===== config.mk =====
export PLATFORM = sky130hd
export DESIGN_NAME = crt_timer
export DESIGN_NICKNAME = d
export VERILOG_FILES = /design/src/rtl/crt_pkg.sv /design/src/rtl/crt_tick.sv /design/src/rtl/crt_edge.sv /design/src/rtl/crt_core.sv /design/src/rtl/crt_timer.sv
export SDC_FILE = /design/constraint.sdc
export NUM_CORES = 1
export LEC_CHECK = 0
export CAP_MARGIN = 10
export CORE_ASPECT_RATIO = 1.75
export CORE_UTILIZATION = 50
export CTS_CLUSTER_DIAMETER = 40
export DETAILED_ROUTE_END_ITERATION = 10
export GPL_TIMING_DRIVEN = 0
export PLACE_DENSITY = 0.7
export SYNTH_ARGS = -nofsm -noshare
export SYNTH_HDL_FRONTEND = slang
export SYNTH_HIERARCHICAL = 1
export SYNTH_SLANG_ARGS = --single-unit

===== constraint.sdc =====
create_clock -name clk -period 4.9 [get_ports clk]
set_input_delay 0.735 -clock clk [delete_from_list [all_inputs] [get_ports clk]]
set_output_delay 0.735 -clock clk [all_outputs]
set_load 0.05 [all_outputs]

===== src/rtl/crt_pkg.sv =====
// Shared types for the capture/reload timer.
// Assumes an 8-bit control register whose bit order software decodes.
package crt_pkg;
    // Control register, bit 7 down to bit 0.
    typedef struct packed {
        logic ovf;     // 7: overflow flag
        logic ext;     // 6: external-event flag
        logic gp;      // 5: general purpose
        logic baud;    // 4: baud-clock mode
        logic ext_en;  // 3: external trigger enable
        logic run;     // 2: run
        logic ctsel;   // 1: 0 timer, 1 event counter
        logic capsel;  // 0: 1 capture, 0 reload
    } crt_ctrl_t;

    localparam int unsigned CTRL_W = $bits(crt_ctrl_t);
endpackage


===== src/rtl/crt_tick.sv =====
// Machine-cycle tick generator.
// Emits a one-clock tick once every TICK_DIV clocks; assumes TICK_DIV >= 1.
module crt_tick #(
    parameter int unsigned TICK_DIV = 12
) (
    input  logic clk,
    input  logic rst_n,
    output logic tick
);
    localparam int unsigned PW = (TICK_DIV > 1) ? $clog2(TICK_DIV) : 1;
    localparam logic [PW-1:0] LAST = PW'(TICK_DIV - 1);

    logic [PW-1:0] pcnt_q;

    assign tick = (pcnt_q == LAST);

    // Divide the clock down to the machine-cycle rate.
    always_ff @(posedge clk) begin
        if (!rst_n)     pcnt_q <= '0;
        else if (tick)  pcnt_q <= '0;
        else            pcnt_q <= pcnt_q + 1'b1;
    end

    generate
        if (TICK_DIV > 1) begin : g_spacing
            // Ticks never come back to back when the divider exceeds one.
            assert_tick_spacing_R1: assert property (@(posedge clk) disable iff (!rst_n)
                tick |=> !tick);
        end
    endgenerate
endmodule


===== src/rtl/crt_edge.sv =====
// Falling-edge detector for an asynchronous pin.
// The pin passes through SYNC_STAGES flops, then it is sampled once per
// machine tick. A fall is reported on the tick where the sample first reads
// low after a high sample. Assumes SYNC_STAGES >= 2.
module crt_edge #(
    parameter int unsigned SYNC_STAGES = 2
) (
    input  logic clk,
    input  logic rst_n,
    input  logic tick,
    input  logic pin,
    output logic fall
);
    logic [SYNC_STAGES-1:0] sync_q;
    logic                   samp_q;
    logic                   synced;

    assign synced = sync_q[SYNC_STAGES-1];
    assign fall   = tick & samp_q & ~synced;

    // Bring the pin into the clock domain.
    always_ff @(posedge clk) begin
        if (!rst_n) sync_q <= '0;
        else        sync_q <= {sync_q[SYNC_STAGES-2:0], pin};
    end

    // Keep the level seen at the previous machine tick.
    always_ff @(posedge clk) begin
        if (!rst_n)    samp_q <= 1'b0;
        else if (tick) samp_q <= synced;
    end

    // A detected edge is always aligned to a machine tick.
    assert_fall_on_tick_R2: assert property (@(posedge clk) disable iff (!rst_n)
        fall |-> tick);
endmodule


===== src/rtl/crt_core.sv =====
// Counter, holding register and control register of the timer.
// Assumes CNT_W is a whole number of BUS_W bytes. Bus writes to data bytes
// win over hardware updates; hardware flag sets win over software clears.
module crt_core
    import crt_pkg::*;
#(
    parameter int unsigned CNT_W = 16,
    parameter int unsigned BUS_W = 8,
    localparam int unsigned NB   = CNT_W / BUS_W
) (
    input  logic             clk,
    input  logic             rst_n,
    input  logic             tick,
    input  logic             cnt_fall,
    input  logic             trig_fall,
    input  logic             ctrl_wr,
    input  logic [NB-1:0]    cnt_be,
    input  logic [NB-1:0]    rld_be,
    input  logic [BUS_W-1:0] wdata,
    output crt_ctrl_t        ctrl_q,
    output logic [CNT_W-1:0] cnt_q,
    output logic [CNT_W-1:0] rld_q,
    output logic             baud_pulse
);
    crt_ctrl_t        ctrl_d;
    logic [CNT_W-1:0] cnt_d, rld_d, cnt_hw;
    logic inc, at_top, ovf_evt, reload_mode, trig_act, trig_load, trig_cap;

    // Event decode: step source, rollover and trigger action.
    always_comb begin
        inc         = ctrl_q.run & (ctrl_q.ctsel ? cnt_fall : tick);
        at_top      = &cnt_q;
        ovf_evt     = inc & at_top;
        reload_mode = ctrl_q.baud | ~ctrl_q.capsel;
        trig_act    = ctrl_q.ext_en & trig_fall;
        trig_load   = trig_act & reload_mode;
        trig_cap    = trig_act & ~reload_mode;
    end

    // Hardware next count: reload, step or hold.
    always_comb begin
        cnt_hw = cnt_q;
        if (trig_load || (ovf_evt && reload_mode)) cnt_hw = rld_q;
        else if (inc)                              cnt_hw = cnt_q + 1'b1;
    end

    // Merge byte writes over the hardware values.
    always_comb begin
        cnt_d = cnt_hw;
        rld_d = trig_cap ? cnt_q : rld_q;
        for (int b = 0; b < NB; b++) begin
            if (cnt_be[b]) cnt_d[b*BUS_W +: BUS_W] = wdata;
            if (rld_be[b]) rld_d[b*BUS_W +: BUS_W] = wdata;
        end
    end

    // Control next state: software fields, clear-only flags, hardware sets.
    always_comb begin
        ctrl_d = ctrl_q;
        if (ctrl_wr) begin
            ctrl_d        = crt_ctrl_t'(wdata[CTRL_W-1:0]);
            ctrl_d.ovf    = ctrl_q.ovf & wdata[7];
            ctrl_d.ext    = ctrl_q.ext & wdata[6];
        end
        if (ovf_evt && !ctrl_q.baud) ctrl_d.ovf = 1'b1;
        if (trig_act)                ctrl_d.ext = 1'b1;
    end

    // State registers.
    always_ff @(posedge clk) begin
        if (!rst_n) begin
            ctrl_q     <= '0;
            cnt_q      <= '0;
            rld_q      <= '0;
            baud_pulse <= 1'b0;
        end else begin
            ctrl_q     <= ctrl_d;
            cnt_q      <= cnt_d;
            rld_q      <= rld_d;
            baud_pulse <= ovf_evt & ctrl_q.baud;
        end
    end

    assert_hold_when_stopped_R3: assert property (@(posedge clk) disable iff (!rst_n)
        (!ctrl_q.run && !trig_load && !(|cnt_be)) |=> $stable(cnt_q));
    assert_reload_on_wrap_R5: assert property (@(posedge clk) disable iff (!rst_n)
        (ovf_evt && reload_mode && !(|cnt_be)) |=> (cnt_q == $past(rld_q)));
    assert_capture_copy_R6: assert property (@(posedge clk) disable iff (!rst_n)
        (trig_cap && !(|rld_be)) |=> (rld_q == $past(cnt_q)));
    assert_no_flag_in_baud_R9: assert property (@(posedge clk) disable iff (!rst_n)
        (ctrl_q.baud && !ctrl_q.ovf) |=> !ctrl_q.ovf);
    assert_pulse_only_in_baud_R9: assert property (@(posedge clk) disable iff (!rst_n)
        baud_pulse |-> $past(ctrl_q.baud));
    assert_flag_sticky_R10: assert property (@(posedge clk) disable iff (!rst_n)
        (ctrl_q.ovf && !ctrl_wr) |=> ctrl_q.ovf);
endmodule


===== src/rtl/crt_timer.sv =====
// Top of the capture/reload timer: byte bus decode, read mux, interrupt.
// Assumes CNT_W is a multiple of 8. Read data is combinational from address.
module crt_timer
    import crt_pkg::*;
#(
    parameter int unsigned CNT_W       = 16,
    parameter int unsigned TICK_DIV    = 12,
    parameter int unsigned SYNC_STAGES = 2,
    parameter int unsigned ADDR_W      = $clog2(2 * (CNT_W / 8) + 1)
) (
    input  logic              clk,
    input  logic              rst_n,
    input  logic              bus_wr,
    input  logic [ADDR_W-1:0] bus_addr,
    input  logic [7:0]        bus_wdata,
    output logic [7:0]        bus_rdata,
    input  logic              cnt_pin,
    input  logic              trig_pin,
    input  logic              irq_en,
    output logic              irq,
    output logic              baud_pulse
);
    localparam int unsigned NB = CNT_W / 8;

    logic             tick, cnt_fall, trig_fall, ctrl_wr;
    logic [NB-1:0]    cnt_be, rld_be;
    crt_ctrl_t        ctrl_q;
    logic [CNT_W-1:0] cnt_q, rld_q;

    crt_tick #(.TICK_DIV(TICK_DIV)) u_tick (
        .clk(clk), .rst_n(rst_n), .tick(tick));

    crt_edge #(.SYNC_STAGES(SYNC_STAGES)) u_cnt_edge (
        .clk(clk), .rst_n(rst_n), .tick(tick), .pin(cnt_pin), .fall(cnt_fall));

    crt_edge #(.SYNC_STAGES(SYNC_STAGES)) u_trig_edge (
        .clk(clk), .rst_n(rst_n), .tick(tick), .pin(trig_pin), .fall(trig_fall));

    // Decode write strobes per register byte.
    always_comb begin
        ctrl_wr = bus_wr && (bus_addr == ADDR_W'(0));
        for (int b = 0; b < NB; b++) begin
            cnt_be[b] = bus_wr && (bus_addr == ADDR_W'(1 + b));
            rld_be[b] = bus_wr && (bus_addr == ADDR_W'(1 + NB + b));
        end
    end

    crt_core #(.CNT_W(CNT_W), .BUS_W(8)) u_core (
        .clk(clk), .rst_n(rst_n), .tick(tick), .cnt_fall(cnt_fall),
        .trig_fall(trig_fall), .ctrl_wr(ctrl_wr), .cnt_be(cnt_be),
        .rld_be(rld_be), .wdata(bus_wdata), .ctrl_q(ctrl_q), .cnt_q(cnt_q),
        .rld_q(rld_q), .baud_pulse(baud_pulse));

    // Select the addressed byte; unused addresses read zero.
    always_comb begin
        bus_rdata = '0;
        if (bus_addr == ADDR_W'(0)) bus_rdata = ctrl_q;
        for (int b = 0; b < NB; b++) begin
            if (bus_addr == ADDR_W'(1 + b))      bus_rdata = cnt_q[b*8 +: 8];
            if (bus_addr == ADDR_W'(1 + NB + b)) bus_rdata = rld_q[b*8 +: 8];
        end
    end

    // Interrupt request from either flag.
    assign irq = irq_en & (ctrl_q.ovf | ctrl_q.ext);

    assert_irq_needs_flag_R11: assert property (@(posedge clk) disable iff (!rst_n)
        irq |-> (irq_en && (ctrl_q.ovf || ctrl_q.ext)));
endmodule


Word-level counts from Yosys, hierarchy flattened:

Cells that the tools add are included.
W data, S select, Z words.

* register bits: 51
* output and inout bits: 10
* input port bits: 17

* add/sub/neg operators: 2
* multiplexer cells: 16
* reduce and logical (&&, ||, !) cells: 18
* bitwise operators: 20
* equality and inequality tests: 5

Operators by type and width (number)
* $mux W8: 10
* $mux W16: 3
* $add A16 B1 Y16 const B: 1
* $reduce_and A16 Y1: 1
* $and A1 B1 Y1: 13
* $reduce_bool A2 Y1: 4
* $logic_and A1 B1 Y1: 7
* $eq A3 B2 Y1 const B: 2
* $reduce_bool A3 Y1: 2
* $not A1 Y1: 5
* $add A4 B1 Y4 const B: 1
* $eq A4 B4 Y1 const B: 1
* $eq A3 B1 Y1 const B: 1
* $eq A3 B3 Y1 const B: 1
* $logic_not A3 Y1: 1
* $mux W1: 3
* $or A1 B1 Y1: 2
* $reduce_or A2 Y1: 1
* $logic_not A1 Y1: 1
* $logic_or A1 B1 Y1: 1

Logic depth before layout (Yosys ltp):

Gate-level depths: netlist of the first run.

* depth after elaboration: 10
* depth in mapped cells: 9
* mapped depth without buffers: 8

Cells and area by module:

Netlist of the first run, hierarchy kept.

Modules (own cells, without submodules)
* crt_core: cells each 278, area each 2374.8 sq um, times used 1
* crt_timer: cells each 60, area each 431.7 sq um, times used 1
* crt_edge: cells each 8, area each 98.8 sq um, times used 2
* crt_tick: cells each 18, area each 175.2 sq um, times used 1

Least setup slack after synthesis of the first run:

Ideal clock, no wire load.

* kind: input-to-output
* start point: input port bus_addr[0]
* end point: output port bus_rdata[2]
* slack: 2375 ps
* stages on the path: 4
* buffers on the path: 1
* arrival: 1790 ps
* cells stage by stage: buf_6 -> mux2_4 -> a222oi_1 -> nand2_1

* longest elaborated chain between the ends: 6
* elaborated cells on any way between the ends: 10

RTL lines
* start, declared: line crt_timer.sv:14 `input logic [ADDR_W-1:0] bus_addr,`
* $logic_not A3 Y1: line crt_timer.sv:57 `if (bus_addr == ADDR_W'(0)) bus_rdata = ctrl_q;`
* $mux W8: line crt_timer.sv:57
* $mux W8: line crt_timer.sv:59 `if (bus_addr == ADDR_W'(1 + b)) bus_rdata = cnt_q[b*8 +: 8];`
* $mux W8: line crt_timer.sv:60 `if (bus_addr == ADDR_W'(1 + NB + b)) bus_rdata = rld_q[b*8 +: 8];`
* $mux W8: line crt_timer.sv:59
* $mux W8 *: line crt_timer.sv:60
* end, declared: line crt_timer.sv:16 `output logic [7:0] bus_rdata,`

Every way passes the cells marked *; elsewhere a longest branch is shown, timed or not.

Final worst setup path of the first run:

* start point: input port bus_addr[1]
* end point: output port bus_rdata[2]

The elaborated chain is that of the path after synthesis.

==> flow_results.xml, run 1 <==
<?xml version="1.0" encoding="UTF-8"?>
<metrics>
  <group name="synth">
    <metric name="proportion_of_synthesized_chip_area_in_sequential_cells" unit="%">32.1</metric>
    <metric name="synth-edff-count" unit="">0</metric>
    <metric name="synth_async_reset_ratio" unit="%">0</metric>
    <metric name="synth_area" unit="mm^2">0.00318</metric>
    <metric name="synth_top_flop_cell" unit="">dfxtp_1</metric>
    <metric name="synth_nets" unit="">391</metric>
    <metric name="netlist-cell-type-count" unit="">56</metric>
    <metric name="ys.warnings.count" unit="">6</metric>
    <metric name="postSynthRegisterBits" unit="">51</metric>
    <metric name="netlist_instances" unit="">372</metric>
    <metric name="syn_avg_cell_area" unit="um^2">8.55</metric>
  </group>
  <group name="power_and_ir_drop">
    <metric name="p_per_area" unit="mW/mm^2">232</metric>
    <metric name="finalPower" unit="mW">0.847</metric>
    <metric name="p_leak" unit="nW">1.47</metric>
    <metric name="vdd_drop_max" unit="uV">256</metric>
  </group>
  <group name="timing">
    <metric name="finalCriticalPeriod" unit="ns">3.57</metric>
    <metric name="maxSlewHeadroom" unit="%">31.8</metric>
    <metric name="worstMarginPinSlew" unit="ns">1.02</metric>
    <metric name="timing.final.crit_share" unit="%">72.9</metric>
    <metric name="rsz0062_at_grt" unit="">false</metric>
    <metric name="max_freq" unit="MHz">280</metric>
    <metric name="final.setup.tns" unit="ns">0</metric>
    <metric name="worst_case_clock_skew" unit="ns">0.0103</metric>
    <metric name="setup_viol" unit="">0</metric>
    <metric name="slew_violations" unit="">0</metric>
    <metric name="report.final.hold_viol_count" unit="">0</metric>
  </group>
  <group name="floorplanning">
    <metric name="fp.dieH" unit="um">107</metric>
    <metric name="die-width" unit="um">62.3</metric>
    <metric name="die_area" unit="mm^2">0.00669</metric>
    <metric name="fp-row-count" unit="">38</metric>
    <metric name="design.portCount" unit="">27</metric>
    <metric name="core" unit="mm^2">0.00618</metric>
    <metric name="initial_utilization" unit="%">51.4</metric>
  </group>
  <group name="clocking">
    <metric name="tritoncts.num_buffers" unit="">5</metric>
    <metric name="clk_path_buf_depth" unit="">2</metric>
    <metric name="h-tree-depth" unit="">2</metric>
    <metric name="clkSlewWorstSetupHoldPaths" unit="ns">0.09</metric>
    <metric name="clock_latency_on_the_worst_skew_pair" unit="ns">0.32</metric>
    <metric name="cts_repair_resize_count" unit="">0</metric>
    <metric name="cts_post_setup_buffers_inserted" unit="">0</metric>
    <metric name="cts_hold_repair.buffers" unit="">0</metric>
    <metric name="clk_root_buffer_cell" unit="">clkbuf_8</metric>
    <metric name="cts_num_sinks" unit="">51</metric>
    <metric name="cts_tree" unit="">yes</metric>
  </group>
  <group name="setup_path">
    <metric name="timing.setup.critical_path_class" unit="">input pin to output pin</metric>
    <metric name="worstPathArrival" unit="ns">2.84</metric>
    <metric name="reg2reg_slack" unit="ns">2.18</metric>
    <metric name="setup_crit_start" unit="">bus_addr[1]</metric>
    <metric name="crit_fanout" unit="">5</metric>
    <metric name="critical_path.reg2reg.startpoint" unit="">u_tick/pcnt_q[0]</metric>
    <metric name="critPathRequiredTime" unit="ns">4.16</metric>
    <metric name="worstReg2RegEnd" unit="">u_core/cnt_q[11]</metric>
    <metric name="worst_setup_path_end_kind" unit="">output pin</metric>
    <metric name="ff2ff_path_depth" unit="">8</metric>
    <metric name="type_of_origin_of_the_critical_path" unit="">input pin</metric>
    <metric name="worstSetupEndpoint" unit="">bus_rdata[2]</metric>
  </group>
  <group name="min_path">
    <metric name="worst_hold_startpoint" unit="">u_cnt_edge/sync_q[0]</metric>
    <metric name="whs_path_depth" unit="">1</metric>
    <metric name="min-delay-path-class" unit="">flip-flop to flip-flop</metric>
  </group>
  <group name="finish">
    <metric name="layout_cells_sized_above_1" unit="%">8.40</metric>
    <metric name="final_common_cell" unit="">dfxtp_1</metric>
    <metric name="mostFrequentLayoutCells" unit="">dfxtp_1, nand2_1, mux2i_1</metric>
    <metric name="finish.net_count" unit="">423</metric>
    <metric name="syn_to_final_growth" unit="%">14.7</metric>
    <metric name="antenna_cells" unit="">0</metric>
    <metric name="utilization" unit="%">59.0</metric>
  </group>
  <group name="routing">
    <metric name="route.detailed.vias_per_inst" unit="">6.08</metric>
    <metric name="wire_per_inst" unit="um">19.2</metric>
    <metric name="finalWirelength" unit="mm">9.30</metric>
    <metric name="postRouteAntennaNets" unit="">0</metric>
    <metric name="drc" unit="">0</metric>
    <metric name="detailroute.via_count" unit="">2950</metric>
    <metric name="firstDrtPassIters" unit="">5</metric>
    <metric name="initial_drt_markers" unit="">186</metric>
  </group>
  <group name="global_route">
    <metric name="grt_max_degree" unit="">16</metric>
    <metric name="gr-total-overflow" unit="">0</metric>
    <metric name="grt_first_pass_wirelength" unit="mm">14.9</metric>
    <metric name="antenna_violations_before_repair" unit="">0</metric>
    <metric name="grt.total_usage" unit="%">29.7</metric>
    <metric name="via_count_of_the_first_global_routing_pass" unit="">2958</metric>
  </group>
  <group name="run_status">
    <metric name="run_status" unit="">complete, no violations</metric>
  </group>
  <group name="place">
    <metric name="place.port_buffers" unit="">25</metric>
    <metric name="post-dp-hpwl" unit="mm">7.02</metric>
    <metric name="place.gp.congestion" unit="">0.906</metric>
  </group>
  <group name="flow_run">
    <metric name="max_cap_violations" unit="">0</metric>
  </group>
</metrics>
==> power breakdown <==
part,total (mW),leakage [nW],switching [mW],internal [mW]
clock,0.313,0.0612,0.147,0.165
sequential,0.439,0.414,0.0133,0.425
combinational,0.0955,0.993,0.0528,0.0427
total,0.847,1.47,0.213,0.634
==> layer usage <==
| metal | global-route usage, % | vias up | routed length (um) |
|---|---|---|---|
| met5 | 0 | - | 0 |
| met4 | 20.1 | 0 | 465 |
| met3 | 5.19 | 37 | 401 |
| met2 | 53.6 | 98 | 4830 |
| met1 | 30.9 | 1408 | 3610 |
| li1 | - | 1407 | - |
==> state kept, by name, summed over array words and instances, names as in the netlist <==
register and flops:
u_trig_edge/samp_q 1, u_core/baud_pulse 1, u_cnt_edge/samp_q 1, u_core/rld_q 16, u_cnt_edge/sync_q 2, u_core/ctrl_q 8
u_trig_edge/sync_q 2, u_tick/pcnt_q 4, u_core/cnt_q 16
==> per-stage QoR <==
step / instance area (um^2) / hold slack [ns] / std cells / setup slack, ns
3_3_place_gp: 3530 / 0.421 / 477 / 1.37
6_report: 3650 / 0.451 / 485 / 1.33
4_1_cts: 3650 / 0.459 / 485 / 1.35
5_1_grt: 3650 / 0.484 / 485 / 1.28
3_5_place_dp: 3530 / 0.433 / 477 / 1.36
2_1_floorplan: 3180 / 0.412 / 372 / 2.38
==> worst max-delay path, stage by stage <==
cell and delay, ns:
clkdlybuf4s50_1 0.59, nor2b_1 0.42, a222oi_1 0.16, nand2_1 0.13, clkdlybuf4s50_1 0.80
==> cell usage after synthesis, types with 2 or more instances <==
| cell type | count | area share, % |
|---|---|---|
| o21ai_1 | 4 | 0.63 |
| dfxtp_1 | 51 | 32 |
| clkbuf_1 | 12 | 1.4 |
| nor4_1 | 2 | 0.39 |
| a21boi_0 | 3 | 0.71 |
| ha_1 | 2 | 0.79 |
| inv_1 | 2 | 0.24 |
| o311ai_0 | 8 | 2.2 |
| and2_1 | 26 | 5.1 |
| o2bb2ai_1 | 2 | 0.55 |
| nor2_1 | 10 | 1.2 |
| nand2b_1 | 10 | 2.0 |
| o21ai_0 | 29 | 4.6 |
| nor3b_2 | 2 | 0.79 |
| o31a_1 | 3 | 0.83 |
| nor3b_1 | 2 | 0.47 |
| nand2_1 | 46 | 5.4 |
| nand3b_1 | 3 | 0.71 |
| and3_1 | 4 | 0.79 |
| nand3_1 | 8 | 1.3 |
| mux2i_1 | 39 | 12 |
| a222oi_1 | 4 | 1.3 |
| mux2_2 | 6 | 2.1 |
| and4_1 | 3 | 0.83 |
| o211ai_1 | 2 | 0.47 |
| and3b_2 | 3 | 0.94 |
| nand4_1 | 5 | 0.98 |
| buf_2 | 6 | 0.94 |
| or2b_1 | 2 | 0.47 |
| nor3_1 | 6 | 0.94 |
| o21a_1 | 6 | 1.4 |
| nor2b_1 | 17 | 3.3 |
| a21oi_1 | 10 | 1.6 |
| buf_6 | 3 | 1.1 |
| xnor2_1 | 10 | 2.8 |
==> layout make-up <==
class / count / area [um^2]
plain buffers: 22 / 116
multi-input cells: 297 / 2030
repair buffers: 25 / 250
clock buffers: 6 / 82.6
inverters: 2 / 7.51
clock inverters: 2 / 35.0
flip-flops and latches: 51 / 1020
fillers: 598 / 2530
well taps: 80 / 100
==> worst min path at each step <==
stage                             to  slack (ns)
2_1_floorplan   u_cnt_edge/sync_q[1]        0.41
3_3_place_gp   u_trig_edge/sync_q[1]        0.42
3_5_place_dp    u_cnt_edge/sync_q[1]        0.43
4_1_cts         u_cnt_edge/sync_q[1]        0.46
5_1_grt        u_trig_edge/sync_q[1]        0.48
6_report        u_cnt_edge/sync_q[1]        0.45
==> cell families (layout without fill, tap and decap cells) <==
family / Yosys count / after routing / synth area share (%)
simple gates: 155 / 155 / 27.5
compound gates: 83 / 83 / 17.7
flops: 51 / 51 / 32.1
mux: 46 / 46 / 14.9
buf+inv: 24 / 57 / 3.90
xor+xnor: 11 / 11 / 3.03
fa+ha+maj: 2 / 2 / 0.787
Note: power is estimated with default switching activity, not from simulation.
==> inputs of run 2 (changes only) <==
==> constraint.sdc (replaced) <==
create_clock -name clk -period 3.7 [get_ports clk]
set_input_delay 0.555 -clock clk [delete_from_list [all_inputs] [get_ports clk]]
set_output_delay 0.555 -clock clk [all_outputs]
set_load 0.05 [all_outputs]
==> results of run 2 <==
Same layout as run 1 (identical final DEF). Status: complete, no violations.
Among the figures that moved: setup slack after placement 1.36 ns -> 0.498 ns; setup slack after layout 1.33 ns -> 0.486 ns; register-to-register setup slack 2.18 ns -> 0.98 ns; total power 0.847 mW -> 1.12 mW; worst IR drop on VDD 256 uV -> 339 uV
==> inputs of run 3 (changes only) <==
--- a/config.mk
+++ b/config.mk
@@ -12,6 +12,7 @@
 export DETAILED_ROUTE_END_ITERATION = 10
 export GPL_TIMING_DRIVEN = 0
 export PLACE_DENSITY = 0.7
+export SLEW_MARGIN = 10
 export SYNTH_ARGS = -nofsm -noshare
 export SYNTH_HDL_FRONTEND = slang
 export SYNTH_HIERARCHICAL = 1
==> results of run 3 <==
Same layout as run 1 (identical final DEF). Status: complete, no violations.
Among the figures that moved: setup slack after placement 1.36 ns -> 0.498 ns; setup slack after layout 1.33 ns -> 0.486 ns; register-to-register setup slack 2.18 ns -> 0.98 ns; total power 0.847 mW -> 1.12 mW; worst IR drop on VDD 256 uV -> 339 uV
